===== src/rtl/scsi_rb_pkg.sv =====
package scsi_rb_pkg;
  localparam int unsigned REG_N  = 16;
  localparam int unsigned ADDR_W = 4;

  localparam logic [3:0] A_TCLO  = 4'h0;
  localparam logic [3:0] A_TCMID = 4'h1;
  localparam logic [3:0] A_FIFO  = 4'h2;
  localparam logic [3:0] A_CMD   = 4'h3;
  localparam logic [3:0] A_STAT  = 4'h4;
  localparam logic [3:0] A_INTR  = 4'h5;
  localparam logic [3:0] A_SEQ   = 4'h6;
  localparam logic [3:0] A_FLAGS = 4'h7;
  localparam logic [3:0] A_CFG1  = 4'h8;
  localparam logic [3:0] A_TCHI  = 4'hE;

  localparam logic [7:0] ID_VALUE    = 8'h04;
  localparam logic [7:0] CFG1_RESET  = 8'h07;
  localparam logic [7:0] SEQ_ACK     = 8'h04;
  localparam int unsigned TC_BIT     = 4;
  localparam int unsigned CMD_DMA_BIT = 7;

  // read side follows host writes at these locations
  function automatic logic is_mirrored(input logic [3:0] a);
    return (a == A_CFG1) || (a >= 4'hB);
  endfunction

  function automatic logic [7:0] mirror_reset(input logic [3:0] a);
    if (a == A_CFG1) return CFG1_RESET;
    if (a == A_TCHI) return ID_VALUE;
    return 8'h00;
  endfunction
endpackage


===== src/rtl/rb_status.sv =====
module rb_status
  import scsi_rb_pkg::*;
(
  input  logic       clk_i,
  input  logic       rst_ni,
  input  logic       ack_rd_i,
  input  logic       tc_clr_i,
  input  logic       fifo_raise_i,
  input  logic       upd_i,
  input  logic [6:0] upd_stat_i,
  input  logic [7:0] upd_intr_i,
  input  logic [7:0] upd_seq_i,
  input  logic       upd_raise_i,
  output logic [7:0] status_o,
  output logic [7:0] intr_o,
  output logic [7:0] seq_o,
  output logic       irq_o
);
  logic [6:0] stat_q;
  logic [7:0] intr_q, seq_q;
  logic       irq_q;

  // later statements win: host effects first, decoder update last
  always_ff @(posedge clk_i or negedge rst_ni) begin
    if (!rst_ni) begin
      stat_q <= '0;
      intr_q <= '0;
      seq_q  <= '0;
      irq_q  <= 1'b0;
    end else begin
      if (ack_rd_i) begin
        intr_q         <= '0;
        seq_q          <= SEQ_ACK;
        irq_q          <= 1'b0;
        stat_q[TC_BIT] <= 1'b0;
      end
      if (tc_clr_i)     stat_q[TC_BIT] <= 1'b0;
      if (fifo_raise_i) irq_q <= 1'b1;
      if (upd_i) begin
        stat_q <= upd_stat_i;
        intr_q <= upd_intr_i;
        seq_q  <= upd_seq_i;
        if (upd_raise_i) irq_q <= 1'b1;
      end
    end
  end

  assign status_o = {irq_q, stat_q};
  assign intr_o   = intr_q;
  assign seq_o    = seq_q;
  assign irq_o    = irq_q;
endmodule


===== src/rtl/rb_fifo.sv =====
module rb_fifo #(
  parameter int unsigned DEPTH = 16,
  localparam int unsigned PW = $clog2(DEPTH),
  localparam int unsigned CW = PW + 1
) (
  input  logic          clk_i,
  input  logic          rst_ni,
  input  logic          push_i,
  input  logic [7:0]    din_i,
  input  logic          pop_i,
  input  logic          deliver_i,
  output logic [7:0]    dout_o,
  output logic [CW-1:0] cnt_o,
  output logic          pop_ok_o
);
  localparam logic [CW-1:0] LIMIT = CW'(DEPTH - 1);

  logic [7:0]    mem_q [DEPTH];
  logic [PW-1:0] wptr_q, rptr_q;
  logic [CW-1:0] cnt_q, cnt_d;
  logic [7:0]    last_q, head;
  logic          push_ok, pop_ok;

  assign push_ok = push_i && (cnt_q != LIMIT);
  assign pop_ok  = pop_i && (cnt_q != '0);
  assign head    = deliver_i ? mem_q[rptr_q] : 8'h00;

  always_comb begin
    cnt_d = cnt_q;
    if (push_ok) cnt_d = cnt_d + 1'b1;
    if (pop_ok)  cnt_d = cnt_d - 1'b1;
  end

  always_ff @(posedge clk_i or negedge rst_ni) begin
    if (!rst_ni) begin
      for (int i = 0; i < DEPTH; i++) mem_q[i] <= '0;
      wptr_q <= '0;
      rptr_q <= '0;
      cnt_q  <= '0;
      last_q <= '0;
    end else begin
      cnt_q <= cnt_d;
      if (push_ok) begin
        mem_q[wptr_q] <= din_i;
        wptr_q        <= wptr_q + 1'b1;
      end
      if (pop_ok) begin
        last_q <= head;
        if (deliver_i) rptr_q <= rptr_q + 1'b1;
        if (cnt_d == '0) begin
          rptr_q <= '0;
          wptr_q <= '0;
        end
      end
    end
  end

  assign dout_o   = (cnt_q != '0) ? head : last_q;
  assign cnt_o    = cnt_q;
  assign pop_ok_o = pop_ok;
endmodule


===== src/rtl/rb_cfgbank.sv =====
module rb_cfgbank
  import scsi_rb_pkg::*;
(
  input  logic       clk_i,
  input  logic       rst_ni,
  input  logic       wr_i,
  input  logic [3:0] addr_i,
  input  logic [7:0] wdata_i,
  output logic [7:0] rd_o
);
  logic [7:0] bank [REG_N];

  for (genvar g = 0; g < REG_N; g++) begin : g_loc
    if (is_mirrored(4'(g))) begin : g_mir
      always_ff @(posedge clk_i or negedge rst_ni) begin
        if (!rst_ni)                            bank[g] <= mirror_reset(4'(g));
        else if (wr_i && addr_i == 4'(g))       bank[g] <= wdata_i;
      end
    end else begin : g_none
      assign bank[g] = 8'h00;
    end
  end

  assign rd_o = bank[addr_i];
endmodule


===== src/rtl/scsi_regbank.sv =====
module scsi_regbank
  import scsi_rb_pkg::*;
#(
  parameter int unsigned DEPTH = 16,
  localparam int unsigned CW = $clog2(DEPTH) + 1
) (
  input  logic       clk_i,
  input  logic       rst_ni,
  input  logic [3:0] addr_i,
  input  logic       wr_i,
  input  logic [7:0] wdata_i,
  input  logic       rd_i,
  output logic [7:0] rdata_o,
  input  logic       upd_i,
  input  logic [6:0] upd_stat_i,
  input  logic [7:0] upd_intr_i,
  input  logic [7:0] upd_seq_i,
  input  logic       upd_raise_i,
  output logic       irq_o,
  output logic [7:0] cmd_o,
  output logic       cmd_stb_o,
  output logic [7:0] busid_o
);
  logic [7:0]    status_q, intr_q, seq_q, fifo_dout, cfg_rd;
  logic [CW-1:0] fifo_cnt;
  logic          fifo_pop_ok;
  logic [7:0]    tcw_lo_q, tcw_mid_q, tcr_lo_q, tcr_mid_q, cmd_q, busid_q;
  logic          cmd_stb_q;

  logic ack_rd, tc_clr, cmd_wr;
  assign ack_rd = rd_i && (addr_i == A_INTR);
  assign tc_clr = wr_i && ((addr_i == A_TCLO) || (addr_i == A_TCMID));
  assign cmd_wr = wr_i && (addr_i == A_CMD);

  rb_status u_stat (
    .clk_i, .rst_ni,
    .ack_rd_i    (ack_rd),
    .tc_clr_i    (tc_clr),
    .fifo_raise_i(fifo_pop_ok),
    .upd_i, .upd_stat_i, .upd_intr_i, .upd_seq_i, .upd_raise_i,
    .status_o    (status_q),
    .intr_o      (intr_q),
    .seq_o       (seq_q),
    .irq_o       (irq_o)
  );

  rb_fifo #(.DEPTH(DEPTH)) u_fifo (
    .clk_i, .rst_ni,
    .push_i   (wr_i && (addr_i == A_FIFO)),
    .din_i    (wdata_i),
    .pop_i    (rd_i && (addr_i == A_FIFO)),
    .deliver_i(status_q[2:1] != 2'b00),
    .dout_o   (fifo_dout),
    .cnt_o    (fifo_cnt),
    .pop_ok_o (fifo_pop_ok)
  );

  rb_cfgbank u_cfg (
    .clk_i, .rst_ni,
    .wr_i, .addr_i, .wdata_i,
    .rd_o(cfg_rd)
  );

  always_ff @(posedge clk_i or negedge rst_ni) begin
    if (!rst_ni) begin
      tcw_lo_q  <= '0;
      tcw_mid_q <= '0;
      tcr_lo_q  <= '0;
      tcr_mid_q <= '0;
      cmd_q     <= '0;
      busid_q   <= '0;
      cmd_stb_q <= 1'b0;
    end else begin
      cmd_stb_q <= cmd_wr;
      if (wr_i && addr_i == A_TCLO)  tcw_lo_q  <= wdata_i;
      if (wr_i && addr_i == A_TCMID) tcw_mid_q <= wdata_i;
      if (wr_i && addr_i == A_STAT)  busid_q   <= wdata_i;
      if (cmd_wr) begin
        cmd_q <= wdata_i;
        if (wdata_i[CMD_DMA_BIT]) begin
          tcr_lo_q  <= tcw_lo_q;
          tcr_mid_q <= tcw_mid_q;
        end
      end
    end
  end

  always_comb begin
    unique case (addr_i)
      A_TCLO:  rdata_o = tcr_lo_q;
      A_TCMID: rdata_o = tcr_mid_q;
      A_FIFO:  rdata_o = fifo_dout;
      A_CMD:   rdata_o = cmd_q;
      A_STAT:  rdata_o = status_q;
      A_INTR:  rdata_o = intr_q;
      A_SEQ:   rdata_o = seq_q;
      A_FLAGS: rdata_o = 8'(fifo_cnt);
      default: rdata_o = cfg_rd;
    endcase
  end

  assign cmd_o     = cmd_q;
  assign cmd_stb_o = cmd_stb_q;
  assign busid_o   = busid_q;
endmodule


===== config.mk =====
export PLATFORM = sky130hd
export DESIGN_NAME = scsi_regbank
export DESIGN_NICKNAME = d
export VERILOG_FILES = /design/src/rtl/scsi_rb_pkg.sv /design/src/rtl/rb_status.sv /design/src/rtl/rb_fifo.sv /design/src/rtl/rb_cfgbank.sv /design/src/rtl/scsi_regbank.sv
export SDC_FILE = /design/constraint.sdc
export NUM_CORES = 1
export LEC_CHECK = 0
export BUFFER_PORTS_ARGS = -buffer_cell sky130_fd_sc_hd__buf_2
export CORE_MARGIN = 1
export CORE_UTILIZATION = 49
export DETAILED_ROUTE_END_ITERATION = 8
export HOLD_SLACK_MARGIN = 0.06
export PLACE_DENSITY = 0.71
export SETUP_SLACK_MARGIN = 0.02
export SYNTH_ARGS = -nofsm -noshare
export SYNTH_HDL_FRONTEND = slang
export SYNTH_SLANG_ARGS = --single-unit

===== constraint.sdc =====
create_clock -name clk_i -period 3.4 [get_ports clk_i]
set_clock_uncertainty 0.15 [all_clocks]
set_input_delay 0.34 -clock clk_i [delete_from_list [all_inputs] [get_ports clk_i]]
set_output_delay 0.34 -clock clk_i [all_outputs]
set_load 0.01 [all_outputs]

## Word level (Yosys, flattened, before mapping)

Index checks and enable logic that the tools add are counted.

- Flip-flop bits (word level): 270
- Input port bits: 41
- Output and inout bits: 26

- Add/subtract/negate cells: 4
- Magnitude comparators: 4
- Equality and inequality tests: 14
- Multiplexer cells: 30
- Bitwise operators: 3
- Reduce and logical (&&, ||, !) cells: 27

Operator list:

| cell | count |
|---|---|
| $bwmux W128 | 1 |
| $mux W8 | 11 |
| $bmux W8 S4 | 2 |
| $pmux W8 S8 | 1 |
| $demux W8 S4 | 1 |
| $eq A4 B4 Y1 const B | 6 |
| $mux W4 | 5 |
| $logic_and A1 B1 Y1 | 17 |
| $eq A4 B3 Y1 const B | 4 |
| $ge A5 B5 Y1 const B | 3 |
| $mux W5 | 3 |
| $not A4 Y5 | 3 |
| $add A4 B1 Y4 const B | 2 |
| $eq A4 B2 Y1 const B | 2 |
| $mux W1 | 6 |
| $reduce_bool A2 Y1 | 3 |
| $add A5 B1 Y5 const B | 1 |
| $logic_not A5 Y1 | 1 |
| $lt A5 B1 Y1 const B | 1 |
| $ne A5 B4 Y1 const B | 1 |
| $reduce_bool A5 Y1 | 1 |
| $sub A5 B1 Y5 const B | 1 |
| $eq A4 B1 Y1 const B | 1 |
| $logic_not A4 Y1 | 1 |
| 3 further kinds | 4 |

## Logic depth before layout (Yosys ltp)

Gate-level depths: netlist of the first run.

- Word-level depth: 9
- Mapped depth: 13
- Gate-level depth less buffers: 12

## Cells and area by module

Synthesis of the first run repeated with hierarchy kept, for this count alone.

- Cell total of the unflattened synthesis: 902
- Area, all modules: 12,792.3 um^2

By module, submodules not included:

| module | times used | cells each | area an instance (um^2) | seq. area each (um^2) |
|---|---|---|---|---|
| rb_fifo | 1 | 484 | 7,056.8 | 3,728.6 |
| scsi_regbank | 1 | 202 | 2,582.5 | 1,226.2 |
| rb_cfgbank | 1 | 158 | 2,239.6 | 1,206.2 |
| rb_status | 1 | 58 | 913.4 | 600.6 |

## Worst setup path before layout of the first run

Ideal clock, no wire load.

- Kind: reg-to-reg
- Start point: register u_fifo.cnt_q[0] (netlist: u_fifo.cnt_o[0])
- End point: register u_fifo.rptr_q[0]
- Setup time: 0.086 ns
- Arrival time: 2.898 ns
- Data required time: 3.164 ns
- Setup slack: 0.266 ns
- Cell stages (with the launch flop): 14
- Path buffers: 1
- Period minus slack after synthesis: 3.134 ns
- Cells stage by stage: dfrtp_1 -> ha_1 -> and3_1 -> ha_1 -> nand2b_1 -> nor2_1 -> buf_2 -> xnor2_1 -> ha_1 -> and4_1 -> a31oi_1 -> a31oi_1 -> and4_1 -> nor3_1

- Word-level cells in the longest chain between the ends: 8

RTL lines:

| what | RTL line | RTL |
|---|---|---|
| from (decl) | rb_fifo.sv:20 | `logic [CW-1:0] cnt_q, cnt_d;` |
| from (signal assigned) | rb_fifo.sv:42 | `cnt_q <= cnt_d;` |
| parallel branches: the longest is 4 deep, another holds $add A5 B1 Y5 | -- |  |
| $mux W5 * | rb_fifo.sv:31 | `if (pop_ok) cnt_d = cnt_d - 1'b1;` |
| named net u_fifo.cnt_d[1] | rb_fifo.sv:20 |  |
| $logic_not A5 Y1 * | rb_fifo.sv:50 | `if (cnt_d == '0) begin` |
| $reduce_bool A2 Y1 (no source line) | -- |  |
| $reduce_and A2 Y1 (no source line) | -- |  |
| to (signal assigned) | rb_fifo.sv:49 | `if (deliver_i) rptr_q <= rptr_q + 1'b1;` |
| to (decl) | rb_fifo.sv:19 | `logic [PW-1:0] wptr_q, rptr_q;` |

Mark *: on every way through the listed nets, which the timed path passes.
A chain may end at the register's enable or synchronous reset.

## Worst setup path in the final report of the first run

- Start point: register u_fifo.rptr_q[0]
- End point: output port rdata_o[7]

- Word-level cells in the longest chain between the ends: 7

RTL lines:

| what | RTL line | RTL |
|---|---|---|
| $not A4 Y5 (not written as such) | rb_fifo.sv:26 | `assign head = deliver_i ? mem_q[rptr_q] : 8'h00;` |
| $bmux W8 S4 | rb_fifo.sv:26 |  |
| $mux W8 (not written as such) (2 in series) | rb_fifo.sv:26 |  |
| $mux W8 | rb_fifo.sv:26 |  |
| $mux W8 | rb_fifo.sv:58 | `assign dout_o = (cnt_q != '0) ? head : last_q;` |
| $pmux W8 S8 | scsi_regbank.sv:89 | `unique case (addr_i)` |
| to (decl) | scsi_regbank.sv:13 | `output logic [7:0] rdata_o,` |

Every way passes these cells. The select of a mux whose other input is x is not followed.

==> run_results.csv, run 1 <==
group,metric,value,unit
status,status,"completed",
clocking,numCtsBuffers,28,
cells_and_area,fin_cells,1374,
timing,setup_tns,0,ns
timing,min_period_over_period,97.6,%
worst_setup_path,worstSetupStartpointType,"register",
pwr,power,8.94,mW
timing,fmax,301,MHz
place,placed_cells,1286,
global_routing,grt.total_usage,24.4,%
worst_setup_path,cp_max_fo,12,
worst_setup_path,crit_path_frequent_cell,"mux4_2",
synthesis,synth_nets,968,
clocking,clock_latency,0.54,ns
floorplanning,dieArea,0.0264,mm²
floorplanning,start_util,50.0,%
hold_path,hp-start,"upd_i",
floorplanning,io_pins,67,
detailed_routing,wl,31000,µm
place,place_area,0.0134,mm²
timing,rsz0062_at_grt,"yes",
detailed_routing,viasPerCell,6.02,
detailed_routing,dr_total_vias,8268,
clocking,cts_root_buffer,"clkbuf_16",
synthesis,ys_seq_area_share,53.7,%
timing,post-route-min-period,3.32,ns
timing,worst_slew_pin_slew,0.857,ns
timing,hold_ws,0.216,ns
place,portBuffers,66,
place,hpwlAfterDp,19800,µm
detailed_routing,dr.pass1.iters,5,
clocking,tritoncts,"built",
job,maxCapViolations,0,
clocking,cts_htree_levels,1,
worst_setup_path,critPathMaxStageDelay,0.54,ns
clocking,cts_sinks,270,
synthesis,synth_cells,918,
global_routing,grt_pass1_wl,49100,µm
synthesis,synth_warnings,0,
detailed_routing,antenna_left,0,
detailed_routing,drcViolationCount,0,
worst_setup_path,r2r-end,"u_fifo.wptr_q[1]",
worst_setup_path,endpoint_kind,"output port",
cells_and_area,n_antenna_cell,0,
synthesis,synth_cell_types,54,
place,gp_congestion,0.865,
global_routing,grt_start_max_net_pins,104,
synthesis,synthArstFlopShare,100,%
timing,hold_viol_final,0,
clocking,clockBufferDepth,3,
detailed_routing,wire_per_inst,22.6,µm
hold_path,hold_class,"in -> reg",
timing,setup_viol,0,
global_routing,antenna_found_initial,0,
global_routing,first_global_vias,8403,
floorplanning,die_h,162,µm
worst_setup_path,cp.required,2.91,ns
cells_and_area,area_growth,17.1,%
floorplanning,die_w,162,µm
timing,slew_headroom,42.7,%
global_routing,grt_overflow,0,
worst_setup_path,critPathBufInv,2,
cells_and_area,nets,1072,
hold_path,hold-path-cell-count,3,
worst_setup_path,r2r_start,"u_fifo.cnt_o[0]",
detailed_routing,first_iter_violations,701,
synthesis,ys_ff_latch,270,
cells_and_area,stdcell_area,0.0148,mm²
clocking,cts.reportedPaths.clkPinSlew,0.06,ns
synthesis,synth-main-ff-cell,"dfrtp_1",
synthesis,synth-edff-count,0,
hold_path,hold_end,"u_stat.intr_o[0]",
worst_setup_path,critical_path_class,"reg -> out",
worst_setup_path,ff2ff_setup_slack,0.29,ns
pwr,power_leakage,6.83,nW
worst_setup_path,crit_chain,"buf_12, mux4_2, mux4_2, and3_4, a21oi_1, o21ai_1, buf_2",
floorplanning,placementRows,58,
pwr,peakVddDrop,0.433,mV
worst_setup_path,slowest_stage,"mux4_2",
synthesis,synth_area_per_cell,13.7,µm²
cells_and_area,final_layout_size_suffix_gt1_share,44.4,%
floorplanning,core_area,0.0252,mm²
worst_setup_path,r2r_cells,12,
worst_setup_path,critical_path.top_delay_family,"multiplexers",
pwr,powerDensity,606,mW/mm²
timing,finalMaxSlewViolations,0,
worst_setup_path,crit_arrival,2.83,ns
synthesis,syn_area,0.0126,mm²
==> registers in the layout, indices dropped and copies added, names as in the netlist <==
register,count
tcw_mid_q,8
u_stat.stat_q,7
u_fifo.rptr_q,4
cmd_o,8
u_stat.intr_o,8
u_stat.seq_o,8
u_fifo.wptr_q,4
cmd_stb_o,1
tcr_mid_q,8
tcw_lo_q,8
u_fifo.last_q,8
u_cfg.bank,48
busid_o,8
u_fifo.mem_q,128
u_fifo.cnt_o,5
tcr_lo_q,8
u_stat.irq_o,1
==> synth_stat cells, drive strengths merged, types with 3 or more instances <==
| cell type | instances | area (µm²) |
|---|---|---|
| a22o | 4 | 35.0 |
| dfstp | 4 | 105 |
| nand2 | 65 | 244 |
| and2 | 6 | 37.5 |
| a31oi | 4 | 25.0 |
| and3 | 6 | 37.5 |
| o211ai | 3 | 22.5 |
| ha | 9 | 113 |
| nor3b | 4 | 30.0 |
| xor2 | 3 | 33.8 |
| xnor2 | 5 | 43.8 |
| mux4 | 52 | 1170 |
| dfrtp | 266 | 6660 |
| mux2 | 233 | 2620 |
| nor2 | 17 | 63.8 |
| nor3 | 7 | 35.0 |
| a21oi | 17 | 85.1 |
| clkbuf | 53 | 199 |
| buf | 11 | 61.3 |
| a221o | 3 | 30.0 |
| nand4 | 10 | 62.6 |
| and4 | 3 | 26.3 |
| a32oi | 5 | 43.8 |
| a22oi | 13 | 97.6 |
| a21o | 4 | 30.0 |
| nand3 | 27 | 135 |
| o21ai | 34 | 170 |
| a211oi | 3 | 22.5 |
| nor2b | 9 | 56.3 |
| inv | 11 | 41.3 |
==> stage by stage <==
| stage | setup WS [ns] | utilization, % |
|---|---|---|
| after global placement | 0.379 | 53.2 |
| after detailed placement | 0.320 | 53.2 |
| after global routing | 0.0187 | 58.6 |
| after CTS | 0.0301 | 58.5 |
| final | 0.0831 | 58.6 |
| after floorplan | 0.266 | - |
==> power breakdown <==
group / internal, mW / switching (mW) / leakage, nW
Combinational: 0.831 / 0.803 / 2.82
Clock: 1.98 / 1.27 / 0.495
Sequential: 3.71 / 0.341 / 3.52
Total: 6.52 / 2.42 / 6.83
==> placed cells by master, fill, tap and decap left out, types with 26 or more instances in the layout <==
cell	instances
nand3_1	27
mux4_2	52
dfrtp_1	265
o21ai_0	32
nand2_1	65
buf_4	42
clkbuf_16	29
mux2_2	233
buf_2	64
dlygate4sd3_1	26
==> cells by family (layout without fill, tap and decap cells) <==
group | after synthesis | count (layout) | share of synthesized area [%]
compound gates | 104 | 104 | 5.57
xor+xnor | 8 | 8 | 0.616
fa+ha+maj | 9 | 9 | 0.894
buf+inv | 75 | 201 | 2.39
flops | 270 | 270 | 53.7
mux | 287 | 287 | 30.3
simple gates | 165 | 165 | 6.57
==> repair_timing <==
action                     in CTS  in global routing
setup buffers                   8                  2
hold buffers                   26                  0
setup endpoints to repair       7                  7
resized for setup               1                  6
hold endpoints to repair      118                  0
==> tightest hold or removal path, cell delays in order <==
cell and delay [ns]:
buf_2 0.31, nand2_1 0.12, o21ai_0 0.07
==> how the worst max path moves through the flow <==
stage | endpoint | start | cells after the start | slack, ns
2_1_floorplan | u_fifo.rptr_q[0] | u_fifo.cnt_o[0] | 13 | 0.27
3_3_place_gp | u_fifo.wptr_q[2] | u_fifo.cnt_o[0] | 12 | 0.38
3_5_place_dp | u_fifo.wptr_q[1] | u_fifo.cnt_o[0] | 12 | 0.32
4_1_cts | rdata_o[7] | u_fifo.rptr_q[0] | 7 | 0.03
5_1_grt | rdata_o[0] | u_fifo.rptr_q[0] | 7 | 0.02
6_report | rdata_o[7] | u_fifo.rptr_q[0] | 7 | 0.08
==> final cells by class <==
| type | instances | area [µm²] |
|---|---|---|
| inverters | 11 | 41.3 |
| fillers | 1929 | 10400 |
| clock inverters | 12 | 144 |
| clock buffers | 40 | 857 |
| multi-input cells | 573 | 5550 |
| flip-flops and latches | 270 | 6760 |
| repair buffers | 138 | 993 |
| well taps | 330 | 413 |
==> layer usage <==
metal / track usage, % / routed length [µm]
met3: 4.33 / 1870
met2: 38.5 / 14700
met1: 34.1 / 13600
met5: 0 / 0
met4: 8.58 / 879
No activity file was read; power rests on OpenSTA's default activity.
==> run 2: changes to the inputs <==
- CELL_PAD_IN_SITES_DETAIL_PLACEMENT: unset -> 1
- CELL_PAD_IN_SITES_GLOBAL_PLACEMENT: unset -> 1
- MAX_ROUTING_LAYER: unset -> met4
- PLACE_DENSITY: 0.71 -> 0.82
==> run_results.csv, run 2 (synthesized netlist as in run 1, its figures left out) <==
group,metric,value,unit
cells_and_area,regMostFlops,"u_fifo.mem_q",
pwr,power,9.19,mW
clocking,cts.reportedPaths.clkPinSlew,0.06,ns
cells_and_area,area_growth,17.9,%
place,preCtsSetupSlack,0.221,ns
status,violations,"setup timing",
global_routing,grt_start_max_net_pins,99,
detailed_routing,first_iter_violations,798,
timing,worst_slack,-0.0166,ns
place,portBuffers,66,
cells_and_area,stdcell_area,0.0149,mm²
cells_and_area,final_cell_mix,"dfrtp_1, mux2_2, buf_2, nand2_1, mux4_2",
clocking,cts_root_buffer,"clkbuf_16",
cells_and_area,top_regs,"u_fifo.mem_q (128), u_cfg.bank (48)",
pwr,power_leakage,6.84,nW
timing,setup_viol,1,
timing,min_period_over_period,100,%
detailed_routing,dr.pass1.iters,5,
detailed_routing,wire_per_inst,27.8,µm
global_routing,grt_overflow,0,
global_routing,grt_pass1_wl,58600,µm
global_routing,antenna_found_initial,1,
timing,hold_viol_final,0,
pwr,peakVddDrop,0.532,mV
status,status,"finished with violations",
timing,finalMaxSlewViolations,0,
global_routing,grt.total_usage,30.8,%
worst_setup_path,crit_arrival,2.93,ns
floorplanning,die_h,162,µm
floorplanning,die_w,162,µm
hold_path,hold_class,"in -> reg",
floorplanning,dieArea,0.0264,mm²
cells_and_area,largest_register_ffs,128,
clocking,tritoncts,"built",
detailed_routing,drcViolationCount,0,
detailed_routing,wl,38100,µm
clocking,clock_latency,0.56,ns
timing,post-route-min-period,3.42,ns
pwr,powerDensity,618,mW/mm²
timing,slew_headroom,41.4,%
cells_and_area,final_layout_size_suffix_gt1_share,45.0,%
worst_setup_path,r2r_cells,12,
hold_path,hold-path-cell-count,3,
detailed_routing,antenna_left,0,
clocking,clockBufferDepth,3,
worst_setup_path,critical_path_class,"reg -> out",
clocking,cts_sinks,270,
job,maxCapViolations,0,
timing,worst_slew_pin_slew,0.875,ns
cells_and_area,final_common_cell,"dfrtp_1",
timing,rsz0062_at_grt,"yes",
detailed_routing,dr_total_vias,8620,
worst_setup_path,cp.required,2.91,ns
place,gp_congestion,0.877,
global_routing,first_global_vias,9518,
worst_setup_path,endpoint_kind,"output port",
cells_and_area,nets,1068,
worst_setup_path,cp_max_fo,7,
detailed_routing,viasPerCell,6.28,
floorplanning,io_pins,67,
floorplanning,placementRows,58,
clocking,cts_htree_levels,1,
place,place_area,0.0133,mm²
place,hpwlAfterDp,21900,µm
floorplanning,core_area,0.0252,mm²
worst_setup_path,worstSetupStartpointType,"register",
floorplanning,start_util,50.0,%
cells_and_area,fin_util,59.0,%
clocking,numCtsBuffers,29,
timing,fmax,293,MHz
run 2: cell count changes in the layout (fill, tap and decap cells not counted), moves of 3 or more:
cell | previous run | this run
clkbuf_1 | 2 | 6
nand2_1 | 65 | 61
buf_4 | 42 | 30
buf_12 | 3 | 6
nand2_2 | 0 | 4
run 2: cell type report:
| class | instances | area, µm² |
|---|---|---|
| diodes | 1 | 2.50 |
| clock buffers | 44 | 872 |
| clock inverters | 10 | 131 |
| fillers | 2411 | 10300 |
| inverters | 11 | 41.3 |
| multi-input cells | 573 | 5590 |
| flip-flops and latches | 270 | 6760 |
| well taps | 330 | 413 |
| repair buffers | 133 | 1040 |
run 2: through the flow:
stage	cells	hold slack [ns]	TNS, ns
after floorplan	918	-0.106	0
after global placement	1275	0.280	0
after detailed placement	1275	0.278	0
after CTS	1364	0.169	-0.0304
after global routing	1372	0.234	-0.106
final	1372	0.195	-0.0166
run 2: final timing paths:
check | startpoint | to | slack, ns
min in group asynchronous | rst_ni | u_fifo.mem_q[113] | 0.28
hold reg to reg | u_fifo.last_q[3] | u_fifo.last_q[3] | 0.33
hold / removal | upd_i | u_stat.intr_o[6] | 0.20
max in group asynchronous | rst_ni | u_cfg.bank[10] | 1.86
setup / recovery | u_fifo.rptr_q[0] | rdata_o[4] | -0.02
setup reg to reg | u_fifo.cnt_o[0] | u_fifo.wptr_q[2] | 0.21
run 2: per-layer routing:
layer	up-vias	GRT usage (%)	wire, µm
met3	99	5.88	2520
met4	0	12.3	1320
met1	4584	38.8	15200
met2	328	49.1	19100
met5	-	-	0
li1	3609	-	-
run 2: critical path, stage by stage, from the launching register on:
cell	delay (ns)
dfrtp_2	0.38
buf_12	0.14
buf_12	0.15
mux4_2	0.55
mux4_2	0.49
and2_4	0.18
a221o_1	0.33
buf_2	0.16
run 2: where the power goes:
part,internal (mW),switching [mW]
clock,1.99,1.34
sequential,3.72,0.379
combinational,0.855,0.911
run 2: repair_timing:
item	4_1_cts	5_1_grt
gates cloned	2	0
setup endpoints to repair	8	13
pin swaps	2	3
buffers inserted	7	7
hold endpoints to repair	119	0
resized for setup	13	14
hold buffers	26	0
==> run 3: changes to the inputs <==
- PLACE_DENSITY: 0.82 -> 0.81
- SYNTH_HIERARCHICAL: unset -> 1
==> run_results.csv, run 3 <==
group,metric,value,unit
synthesis,synth_cells,902,
pwr,p_comb_share,20.9,%
floorplanning,die_h,164,µm
job,maxCapViolations,0,
cells_and_area,area_growth,19.0,%
global_routing,antenna_found_initial,0,
global_routing,grt.total_usage,29.2,%
synthesis,synth_nets,952,
detailed_routing,dr_total_vias,8433,
timing,fmax,260,MHz
cells_and_area,n_antenna_cell,0,
synthesis,synth.largest_area_cell,"dfrtp_1",
worst_setup_path,worstSetupStartpointType,"register",
pwr,seqPwrFrac,44.8,%
clocking,cts_root_buffer,"clkbuf_16",
cells_and_area,stdcell_area,0.0152,mm²
floorplanning,die_w,164,µm
synthesis,yosysMostFrequentCell,"dfrtp_1",
pwr,p_sw,2.56,mW
worst_setup_path,endpoint_kind,"output port",
detailed_routing,wl,36900,µm
cells_and_area,final_common_cell,"dfrtp_1",
floorplanning,core_area,0.0254,mm²
place,hpwlAfterDp,22200,µm
hold_path,hold_end,"u_stat/irq_o",
hold_path,hp-start,"rd_i",
clocking,numCtsBuffers,29,
pwr,switching_share,28.5,%
cells_and_area,nFillCells,2387,
clocking,clock_latency,0.55,ns
cells_and_area,multiInputGateArea,0.00583,mm²
cells_and_area,final_layout_size_suffix_gt1_share,47.6,%
place,portBuffers,66,
status,status,"finished with violations",
clocking,clockBufferDepth,3,
cells_and_area,top_regs,"u_fifo/mem_q (128), u_cfg/bank (48)",
timing,rsz0062_at_grt,"yes",
synthesis,synth_warnings,6,
timing,setup_viol,8,
global_routing,grt_overflow,0,
pwr,p_int,6.43,mW
synthesis,synthTopCellsByArea,"dfrtp_1, mux2_2, mux4_2, mux2_4, mux2i_1",
worst_setup_path,crit_arrival,3.36,ns
floorplanning,io_pins,67,
synthesis,synth-edff-count,0,
cells_and_area,largest_register_ffs,128,
worst_setup_path,cp.required,2.91,ns
detailed_routing,wire_per_inst,26.6,µm
timing,post-route-min-period,3.85,ns
floorplanning,dieArea,0.0268,mm²
worst_setup_path,critical_path_class,"reg -> out",
pwr,powerDensity,590,mW/mm²
detailed_routing,viasPerCell,6.08,
place,placed_cells,1287,
cells_and_area,seq_area,0.00676,mm²
synthesis,synthArstFlopShare,100,%
clocking,cts.reportedPaths.clkPinSlew,0.06,ns
worst_setup_path,r2r_cells,13,
status,violations,"setup timing",
worst_setup_path,cp_max_fo,5,
detailed_routing,first_iter_violations,602,
worst_setup_path,r2r-end,"u_fifo/rptr_q[3]",
synthesis,synth_cell_types,66,
timing,finalMaxSlewViolations,0,
cells_and_area,final_cell_mix,"dfrtp_1, mux2_2, buf_2, nand2_1",
detailed_routing,dr.pass1.iters,5,
place,gp_congestion,0.830,
synthesis,ys_ff_latch,270,
synthesis,synth.top_cell.area_share,52.0,%
global_routing,first_global_vias,9213,
global_routing,grt_pass1_wl,56500,µm
cells_and_area,fin_cells,1388,
floorplanning,start_util,50.4,%
timing,worst_slack,-0.451,ns
timing,hold_viol_final,0,
pwr,power,8.98,mW
pwr,power_leakage,7.06,nW
clocking,tritoncts,"built",
place,place_area,0.0136,mm²
synthesis,synth_area_per_cell,14.2,µm²
clocking,cts_htree_levels,1,
synthesis,syn_area,0.0128,mm²
timing,min_period_over_period,113,%
pwr,clockPowerShare,34.4,%
detailed_routing,drcViolationCount,0,
synthesis,ys_seq_area_share,52.9,%
global_routing,grt_start_max_net_pins,105,
hold_path,hold_class,"in -> reg",
detailed_routing,antenna_left,0,
synthesis,synth-main-ff-cell,"dfrtp_1",
worst_setup_path,ff2ff_setup_slack,0.20,ns
floorplanning,placementRows,58,
cells_and_area,nets,1085,
pwr,peakVddDrop,0.462,mV
clocking,cts_sinks,270,
synthesis,synthTopCellsByCount,"dfrtp_1, mux2_2, nand2_1",
hold_path,hold-path-cell-count,5,
timing,worst_slew_pin_slew,0.828,ns
worst_setup_path,r2r_start,"u_fifo/cnt_o[0]",
cells_and_area,regMostFlops,"u_fifo/mem_q",
timing,slew_headroom,44.8,%
run 3: cell types whose count changed after synthesis, moves of 12 or more:
| cell | delta |
|---|---|
| mux2i_1 | +24 |
| nand3_1 | -17 |
| a22o_1 | +12 |
| clkbuf_1 | -32 |
| mux2_2 | -13 |
| mux2_4 | +18 |
| nand2_1 | -13 |
run 3: power by group through the flow:
| stage | logic, mW | clock network, mW | registers (mW) |
|---|---|---|---|
| final | 1.88 | 3.09 | 4.02 |
| after global routing | 2.01 | 3.27 | 4.07 |
| after CTS | 1.78 | 3.13 | 4.00 |
| after detailed placement | 1.66 | 0 | 4.04 |
| after global placement | 1.60 | 0 | 4.01 |
| after floorplan | 1.09 | 0 | 3.96 |
run 3: kinds of logic (layout without fill, tap and decap cells):
group                      Yosys count  in the layout  synth area share, %
AOI/OAI and AO/OA                   87             87                 4.87
xor gates and xnor gates            10             10                0.792
adders and majority gates            9              9                0.880
buffers and inverters               67            223                 2.59
DFF                                270            270                 52.9
muxes                              308            308                 31.3
and+or+nand+nor                    151            151                 6.75
run 3: area by class of cell:
| class | instances | share of cell area [%] |
|---|---|---|
| sequential | 270 | 44.4 |
| multi-input combinational | 565 | 38.3 |
| timing repair buffer | 151 | 8.02 |
| clock buffer | 43 | 5.51 |
| tap | 330 | 2.71 |
| clock inverter | 11 | 0.608 |
| inverter | 18 | 0.444 |
run 3: per-stage QoR:
step | util, % | hold slack [ns] | setup slack [ns] | setup TNS, ns
6_report | 59.9 | 0.221 | -0.451 | -2.99
3_3_place_gp | 53.7 | 0.304 | 0.192 | 0
2_1_floorplan | - | -0.106 | 0.0387 | 0
5_1_grt | 59.9 | 0.249 | -0.493 | -3.53
3_5_place_dp | 53.7 | 0.308 | 0.0607 | 0
4_1_cts | 59.2 | 0.191 | -0.395 | -2.85
run 3: worst max-delay path, stage by stage (launching register included):
cell and delay, ns:
dfrtp_2 0.39, buf_6 0.15, clkbuf_16 0.16, mux4_2 0.58, mux4_2 0.51, nand2_2 0.09
o21ai_0 0.10, mux2i_1 0.15, o22ai_1 0.12, nor3_2 0.34, a21oi_2 0.06, buf_2 0.16
run 3: metal layers:
metal	track usage, %	part of all wire, %	vias up
met3	5.49	4.9	60
met5	-	0	-
met1	38.8	43	4527
li1	-	-	3590
met4	7.07	2.4	0
met2	46.5	50	256
run 3: timing repair:
action                                  in CTS  in global routing
cloned                                       2                  2
pin swaps                                    8                 14
hold buffers                                27                  0
setup buffers                                6                 11
hold endpoints to repair                   122                  0
endpoints found under the setup margin       8                  9
resized for setup                           21                 21
run 3: worst max-delay path by stage:
| stage | from | to | slack [ns] |
|---|---|---|---|
| 2_1_floorplan | addr_i[0] | u_fifo/rptr_q[3] | 0.04 |
| 3_3_place_gp | u_fifo/rptr_q[0] | rdata_o[4] | 0.19 |
| 3_5_place_dp | u_fifo/rptr_q[0] | rdata_o[3] | 0.06 |
| 4_1_cts | u_fifo/rptr_q[0] | rdata_o[5] | -0.39 |
| 5_1_grt | u_fifo/rptr_q[0] | rdata_o[2] | -0.49 |
| 6_report | u_fifo/rptr_q[0] | rdata_o[4] | -0.45 |
